$ cat src/rtl/flash_readmode_ctrl.sv
`timescale 1ns/1ps
module flash_readmode_ctrl #(
  parameter int ADDR_W = 22,
  parameter int BANK_W = 3,
  parameter int CMD_AW = 11,
  parameter logic [7:0] MFR_CODE = 8'h20,
  parameter logic [7:0] DEV_CODE = 8'h7E
) (
  input  logic              clk,
  input  logic              rst_n,
  input  logic              wr_en,
  input  logic [ADDR_W-1:0] wr_addr,
  input  logic [7:0]        wr_data,
  input  logic              rd_en,
  input  logic [ADDR_W-1:0] rd_addr,
  input  logic              ext_locked,
  output logic [7:0]        rd_data
);
  localparam logic [CMD_AW-1:0] A_555 = CMD_AW'('h555);
  localparam logic [CMD_AW-1:0] A_2AA = CMD_AW'('h2AA);
  localparam logic [CMD_AW-1:0] A_055 = CMD_AW'('h055);
  localparam logic [7:0] SIZE_BYTE = 8'(ADDR_W + 1);

  typedef enum logic [1:0] {M_ARRAY, M_AUTO, M_CFI} mode_t;
  typedef enum logic [1:0] {UL_IDLE, UL_ONE, UL_TWO} ul_t;

  mode_t mode;
  ul_t ul;
  logic [BANK_W-1:0] auto_bank, cfi_bank;
  logic cfi_from_auto;

  wire [BANK_W-1:0] wr_bank = wr_addr[ADDR_W-1 -: BANK_W];
  wire [CMD_AW-1:0] wr_ca   = wr_addr[CMD_AW-1:0];
  wire is_reset = wr_en && wr_data == 8'hF0;
  wire is_cfi   = wr_en && wr_data == 8'h98 && wr_ca == A_055;
  wire ul_s1    = wr_data == 8'hAA && wr_ca == A_555;
  wire ul_s2    = wr_data == 8'h55 && wr_ca == A_2AA;
  wire ul_s3    = wr_data == 8'h90 && wr_ca == A_555;
  wire cfi_ok   = (mode == M_ARRAY) || (mode == M_AUTO && wr_bank == auto_bank);

  always_ff @(posedge clk) begin
    if (!rst_n) begin
      mode <= M_ARRAY;
      ul <= UL_IDLE;
      auto_bank <= '0;
      cfi_bank <= '0;
      cfi_from_auto <= 1'b0;
    end else if (is_reset) begin
      ul <= UL_IDLE;
      case (mode)
        M_CFI:   mode <= cfi_from_auto ? M_AUTO : M_ARRAY;
        M_AUTO:  mode <= M_ARRAY;
        default: mode <= M_ARRAY;
      endcase
    end else if (is_cfi) begin
      ul <= UL_IDLE;
      if (cfi_ok) begin
        mode <= M_CFI;
        cfi_bank <= wr_bank;
        cfi_from_auto <= (mode == M_AUTO);
      end
    end else if (wr_en) begin
      if (ul == UL_ONE && ul_s2) ul <= UL_TWO;
      else if (ul == UL_TWO && ul_s3) begin
        ul <= UL_IDLE;
        if (mode != M_CFI) begin
          mode <= M_AUTO;
          auto_bank <= wr_bank;
        end
      end
      else if (ul_s1) ul <= UL_ONE;
      else ul <= UL_IDLE;
    end
  end

  wire [BANK_W-1:0] rd_bank = rd_addr[ADDR_W-1 -: BANK_W];
  wire [7:0] rd_lo = rd_addr[7:0];
  wire [7:0] arr_word = rd_lo ^ 8'({rd_bank, 5'b00000});
  wire status_hit = !rd_lo[6] && !rd_lo[3] && !rd_lo[2] && rd_lo[1] && rd_lo[0];

  logic [7:0] cfi_byte, id_byte, rd_next;

  always_comb begin
    case (rd_lo)
      8'h10:   cfi_byte = 8'h51;
      8'h11:   cfi_byte = 8'h52;
      8'h12:   cfi_byte = 8'h59;
      8'h27:   cfi_byte = SIZE_BYTE;
      default: cfi_byte = 8'h00;
    endcase
  end

  always_comb begin
    if (rd_lo == 8'h00)  id_byte = MFR_CODE;
    else if (rd_lo == 8'h01) id_byte = DEV_CODE;
    else if (status_hit) id_byte = ext_locked ? 8'h80 : 8'h00;
    else id_byte = 8'h00;
  end

  always_comb begin
    case (mode)
      M_AUTO:  rd_next = (rd_bank == auto_bank) ? id_byte : arr_word;
      M_CFI:   rd_next = (rd_bank == cfi_bank) ? cfi_byte : arr_word;
      default: rd_next = arr_word;
    endcase
  end

  always_ff @(posedge clk) begin
    if (!rst_n) rd_data <= 8'h00;
    else if (rd_en) rd_data <= rd_next;
  end

  AST_RD_HOLD: assert property (@(posedge clk) disable iff (!rst_n)
    !rd_en |=> $stable(rd_data));
  AST_CFI_OTHER_BANK: assert property (@(posedge clk) disable iff (!rst_n)
    rd_en && mode == M_CFI && rd_bank != cfi_bank |=> rd_data == ($past(rd_addr[7:0]) ^ 8'({$past(rd_bank), 5'b00000})));
  AST_CFI_NO_REENTRY: assert property (@(posedge clk) disable iff (!rst_n)
    mode == M_CFI && is_cfi |=> mode == M_CFI && $stable(cfi_bank));
  AST_CFI_BANK_MISMATCH: assert property (@(posedge clk) disable iff (!rst_n)
    mode == M_AUTO && is_cfi && wr_bank != auto_bank |=> mode == M_AUTO);
  AST_UNWIND_TO_AUTO: assert property (@(posedge clk) disable iff (!rst_n)
    mode == M_CFI && cfi_from_auto && is_reset |=> mode == M_AUTO);
  AST_AUTO_TO_ARRAY: assert property (@(posedge clk) disable iff (!rst_n)
    mode == M_AUTO && is_reset |=> mode == M_ARRAY);
  AST_UNLOCK_ABORT: assert property (@(posedge clk) disable iff (!rst_n)
    wr_en && ul == UL_TWO && !is_reset && !is_cfi && !ul_s3 && !ul_s1 |=> ul == UL_IDLE);
  AST_STATUS_BYTE: assert property (@(posedge clk) disable iff (!rst_n)
    rd_en && mode == M_AUTO && rd_bank == auto_bank && status_hit |=> rd_data == ($past(ext_locked) ? 8'h80 : 8'h00));
endmodule

$ cat config.mk
export PLATFORM = sky130hd
export DESIGN_NAME = flash_readmode_ctrl
export DESIGN_NICKNAME = d
export VERILOG_FILES = /design/src/rtl/flash_readmode_ctrl.sv
export SDC_FILE = /design/constraint.sdc
export NUM_CORES = 1
export LEC_CHECK = 0
export BUFFER_PORTS_ARGS = -buffer_cell sky130_fd_sc_hd__buf_2
export CAP_MARGIN = 25
export CORE_ASPECT_RATIO = 1.75
export CORE_MARGIN = 4
export CORE_UTILIZATION = 40
export DETAILED_ROUTE_END_ITERATION = 8
export PLACE_DENSITY = 0.77
export REMOVE_ABC_BUFFERS = 1
export SYNTH_ARGS = -nofsm -noshare
export SYNTH_HDL_FRONTEND = slang
export SYNTH_SLANG_ARGS = --single-unit
$ cat constraint.sdc
create_clock -name clk -period 1.83 [get_ports clk]
set_clock_uncertainty 0.15 [all_clocks]
set_input_delay 0.366 -clock clk [delete_from_list [all_inputs] [get_ports clk]]
set_output_delay 0.366 -clock clk [all_outputs]
set_load 0.05 [all_outputs]
======== Word-level counts from Yosys, hierarchy flattened ========
Cells that the tools add are included.
cells by class
  add/sub/neg operators ................... 0
  multipliers ............................. 0
  divide/modulo/power cells ............... 0
  order comparisons ....................... 0
  eq/ne operators ......................... 23
  shift operators ......................... 0
  multiplexer cells ....................... 20
  bitwise logic cells ..................... 5
  reductions and logical operators ........ 26
operators by type and width
  cell                    count
  $mux W8                 6
  $eq A8 B8 Y1 const B    4
  $pmux W7 S4             1
  $eq A8 B5 Y1 const B    3
  $mux W2                 8
  $pmux W8 S2             1
  $logic_and A1 B1 Y1     13
  $eq A11 B10 Y1 const B  1
  $eq A11 B11 Y1 const B  1
  $eq A11 B7 Y1 const B   1
  $eq A3 B3 Y1            3
  $reduce_bool A3 Y1      3
  $eq A8 B1 Y1 const B    1
  $eq A8 B6 Y1 const B    1
  $eq A8 B7 Y1 const B    1
  $logic_not A8 Y1        1
  $xor A8 B8 Y8           1
  $reduce_and A6 Y1       1
  $reduce_and A5 Y1       1
  $eq A2 B1 Y1 const B    2
  $eq A2 B2 Y1 const B    2
  $mux W1                 4
  $not A1 Y1              4
  $logic_not A1 Y1        3
  7 further kinds         7
word-level totals
  register bits ........................... 19
  latch bits .............................. 0
  bits in writable memories ............... 0
  memory bits (read-only) ................. 0
  input bits .............................. 57
  output and inout bits ................... 8
  memories kept ........................... 0

======== Longest topological paths before layout ========
  depth in word-level cells ............... 10
  depth in mapped cells ................... 7
  depth with buffers taken out ............ 7

======== Worst setup path after synthesis ========
Ideal clock, no wire load.
  path kind ............................... register to register
  start ................................... register mode[0]
  end ..................................... register mode[0]
  setup time .............................. 0.116 ns
  data arrival time ....................... 1.572 ns
  data required time ...................... 1.564 ns
  setup slack ............................. -0.007 ns
  stages on the path, launching flop included .. 8
  cell sequence ........................... dfxtp_1 inv_1 ha_1 nor4b_1 nand4_1 a21oi_1 o211ai_1 and3_1
on the way
  longest elaborated chain between the ends .. 5
ends and longest elaborated chain
  item                                line  source
  start: declaration                  27    mode_t mode;
  start signal: assignment            51    M_CFI: mode <= cfi_from_auto ? M_AUTO : M_ARRAY;
  $eq A2 B1 Y1                        39    wire cfi_ok = (mode == M_ARRAY) || (mode == M_AUTO && wr_bank == auto_bank);
  $logic_and A1 B1 Y1                 39
  $logic_or A1 B1 Y1                  39
  $ne A3 B2 Y1 (no source line)       n/a
  $reduce_and A5 Y1 (no source line)  n/a
Several ways; a longest one is shown, not always the timed one.
A chain may end at the register's enable or synchronous reset.

======== Worst setup path in the final report ========
Same ends and word-level chain as after synthesis.

==> impl_metrics.py <==
metrics = {
    "status": {
        "status": "complete, no violations",
    },
    "floorplan": {
        "dieArea_um2": 4726,
        "io_pins": 65,
        "num_rows": 28,
        "start_util": 0.4217,
        "fp.dieW_um": 53.71,
        "fp.dieH_um": 88.00,
        "coreArea_um2": 3468,
    },
    "final_layout": {
        "area_growth_syn_to_layout_pct": 58.34,
        "fin_nets": 336,
        "num_antenna_cells": 0,
        "drive_gt1_frac": 0.4945,
        "utilization": 0.6677,
    },
    "detailed_routing": {
        "vias": 1830,
        "drt-total-wl_mm": 4.990,
        "drt-initial-drc-count": 42,
        "vias_per_cell": 5.719,
        "wl_per_cell_um": 15.59,
        "drt-pass1-iter-count": 4,
        "drc": 0,
        "ant_nets": 0,
    },
    "sta": {
        "setup_slack_ns": 0.01236,
        "fmax_ghz": 0.5502,
        "setup_tns_ns": 0,
        "slew_headroom": 0.7416,
        "final-setup-viol-count": 0,
        "period_share": 0.9932,
        "finalMaxSlewViolations": 0,
        "hold_viol": 0,
        "period_needed_ns": 1.818,
        "worst_pin_slew_ns": 0.3823,
        "hold_ws_ns": 0.2687,
        "rsz0062_at_grt": "true",
    },
    "synthesis": {
        "syn_area_per_cell_um2": 8.217,
        "ys_warn_count": 0,
        "synthArstFlopShare": 0,
        "postSynthCellCount": 178,
        "yosysUniqueCellTypes": 52,
        "ys.flop_type": "dfxtp_1",
        "syn-cell-area_um2": 1463,
        "yosysSeqAreaShare": 0.2601,
        "synth-edff-count": 0,
        "netlist.area_leader.share": 0.2601,
        "yosys.area.top_type": "dfxtp_1",
        "ys_seq_elements": 19,
        "synth_area_leaders": "dfxtp_1, xnor2_1, a21oi_1, mux2i_1, nand3_1",
    },
    "placed_design": {
        "port_buffers": 45,
        "hpwl_mm": 3.960,
        "dp_slack_ns": -0.3098,
        "gp_congestion": 1.002,
    },
    "grt": {
        "grt_pass1_vias": 1790,
        "grt_max_degree": 14,
        "use_met1": 0.2031,
        "grt_overflow": 0,
        "use_met2": 0.4172,
        "grt_usage": 0.2164,
        "busiest_layer": "met2",
        "grt_pass1_wl_mm": 7.672,
        "grt_antenna_before_repair": 0,
        "use_met3": 0.02896,
    },
    "pwr": {
        "power_frac_clock": 0.292,
        "internal_power_mw": 0.7082,
        "power_density_nw_per_um2": 438.2,
        "p_seq_frac": 0.425,
        "p_total_mw": 1.015,
        "combPwrFrac": 0.282,
        "peakVddDrop_mv": 0.2972,
        "sw_frac_of_total": 0.3021,
        "leakagePower_nw": 0.9537,
        "p_sw_mw": 0.3066,
    },
    "clock_network": {
        "clockRootBuffer": "clkbuf_8",
        "path_clk_slew_ns": 0.07,
        "cts_buffers": 3,
        "postCtsHoldBufs": 0,
        "clock_sinks": 19,
        "insertion_delay_ns": 0.25,
        "clockBufferDepth": 2,
        "cts_tree": "done",
        "cts_max_level": 1,
    },
    "setup_path": {
        "critical_path_class": "reg -> reg",
        "rr_worst_depth": 8,
        "crit_arrival_ns": 1.82,
        "required_ns": 1.83,
        "r2r_slack_ns": 0.01,
        "critPathMaxFanout": 3,
        "timing.rr.end": "mode[0]",
        "r2r-start": "mode[0]",
        "worstSetupEndpointType": "flop",
        "start_kind": "flop",
    },
    "worst_hold_path": {
        "holdPathEnd": "mode[1]",
        "hold_path_depth": 3,
        "min_from": "wr_en",
        "hold_class": "in -> reg",
    },
    "job": {
        "drv_cap": 0,
    },
}
[repair_timing]
| item | 4_1_cts | 5_1_grt |
|---|---|---|
| endpoints found under the setup margin | 13 | 15 |
| resized for setup | 9 | 26 |
| setup buffers | 0 | 4 |
| pin swaps | 3 | 18 |
| gates cloned | 0 | 0 |
[how the worst max path moves through the flow]
stage / to / slack [ns] / startpoint
2_1_floorplan: mode[0] / -0.007 / mode[0]
3_3_place_gp: cfi_from_auto / -0.25 / wr_addr[8]
3_5_place_dp: cfi_bank[0] / -0.31 / wr_addr[8]
4_1_cts: mode[0] / 0.003 / mode[0]
5_1_grt: mode[0] / -0.09 / mode[0]
6_report: mode[0] / 0.01 / mode[0]
[layout by cell type (no fill, tap or decap), types with 5 or more instances in the layout]
cell / n
buf_4: 52
buf_2: 45
dfxtp_1: 17
nand2_1: 10
nor2_1: 9
a21oi_1: 9
nand3_1: 9
xnor2_1: 7
inv_1: 6
mux2i_1: 6
o21ai_0: 6
xor2_1: 5
nand2b_1: 5
nand4_1: 5
o211ai_1: 5
[power groups by stage]
stage | clock [mW] | sequential [mW] | combinational [mW]
2_1_floorplan | 0 | 0.483 | 0.0719
3_3_place_gp | 0 | 0.441 | 0.266
3_5_place_dp | 0 | 0.441 | 0.272
4_1_cts | 0.303 | 0.432 | 0.276
5_1_grt | 0.314 | 0.433 | 0.306
6_report | 0.297 | 0.432 | 0.287
[layer usage]
metal  routed length [um]  up-vias
li1                     -      874
met1                 1711      862
met2                 2851       69
met3                  200       25
met4                  226        0
met5                    0        -
[cells in the mapped netlist (2+ instances only)]
| cell type | count |
|---|---|
| o21ai_0 | 10 |
| nand4_1 | 5 |
| nand2_1 | 11 |
| and4b_1 | 2 |
| nor3_1 | 2 |
| inv_1 | 8 |
| nor3b_1 | 4 |
| nor2b_1 | 2 |
| nor4b_1 | 4 |
| nand3_1 | 10 |
| clkbuf_1 | 5 |
| a41oi_1 | 2 |
| and4bb_2 | 2 |
| nand4b_1 | 2 |
| dfxtp_1 | 19 |
| nor2_1 | 10 |
| and3b_1 | 3 |
| mux2i_1 | 6 |
| nor4bb_1 | 2 |
| a21oi_1 | 12 |
| and4_1 | 2 |
| a31oi_1 | 3 |
| and3_1 | 2 |
| xnor2_1 | 7 |
| xor2_1 | 5 |
| o31ai_1 | 2 |
| nand2b_1 | 5 |
| o211ai_1 | 5 |
| ha_1 | 3 |
[flip-flops by register name (all words and copies together) (netlist names)]
| name | count |
|---|---|
| rd_data | 8 |
| cfi_bank | 3 |
| auto_bank | 3 |
| mode | 2 |
| cfi_from_auto | 1 |
| ul | 2 |
[area by class of cell]
class                           instances  area, um2
Multi-Input combinational cell        145       1164
Fill cell                             302       1152
Timing Repair Buffer                   99      638.1
Sequential cell                        19      382.9
Tap cell                               45      56.30
Clock buffer                            4      45.04
Inverter                                8      30.03
[cells by family (layout without fill, tap and decap cells)]
family          count (synthesis)  in the layout  share of synthesized area
xor+xnor                       12             12                    0.07186
fa+ha+maj                       3              3                    0.02567
compound gates                 44             44                     0.1951
simple gates                   79             79                     0.3619
flops                          19             19                     0.2600
mux                             7              7                    0.04876
buf+inv                        14            111                    0.03678
[worst max-delay path, cell delays in order, from the launching register on]
cell,delay [ns]
dfxtp_2,0.34
inv_2,0.05
ha_4,0.16
nor4b_4,0.23
buf_4,0.15
nand4_1,0.15
a21oi_2,0.20
o211ai_1,0.11
and3_1,0.18
[metrics by stage]
stage	area, um2	instances
3_3_place_gp	2103	313
3_5_place_dp	2103	313
6_report	2316	320
4_1_cts	2196	317
5_1_grt	2316	320
2_1_floorplan	1439	172
Power figures use the tool's default switching activity.
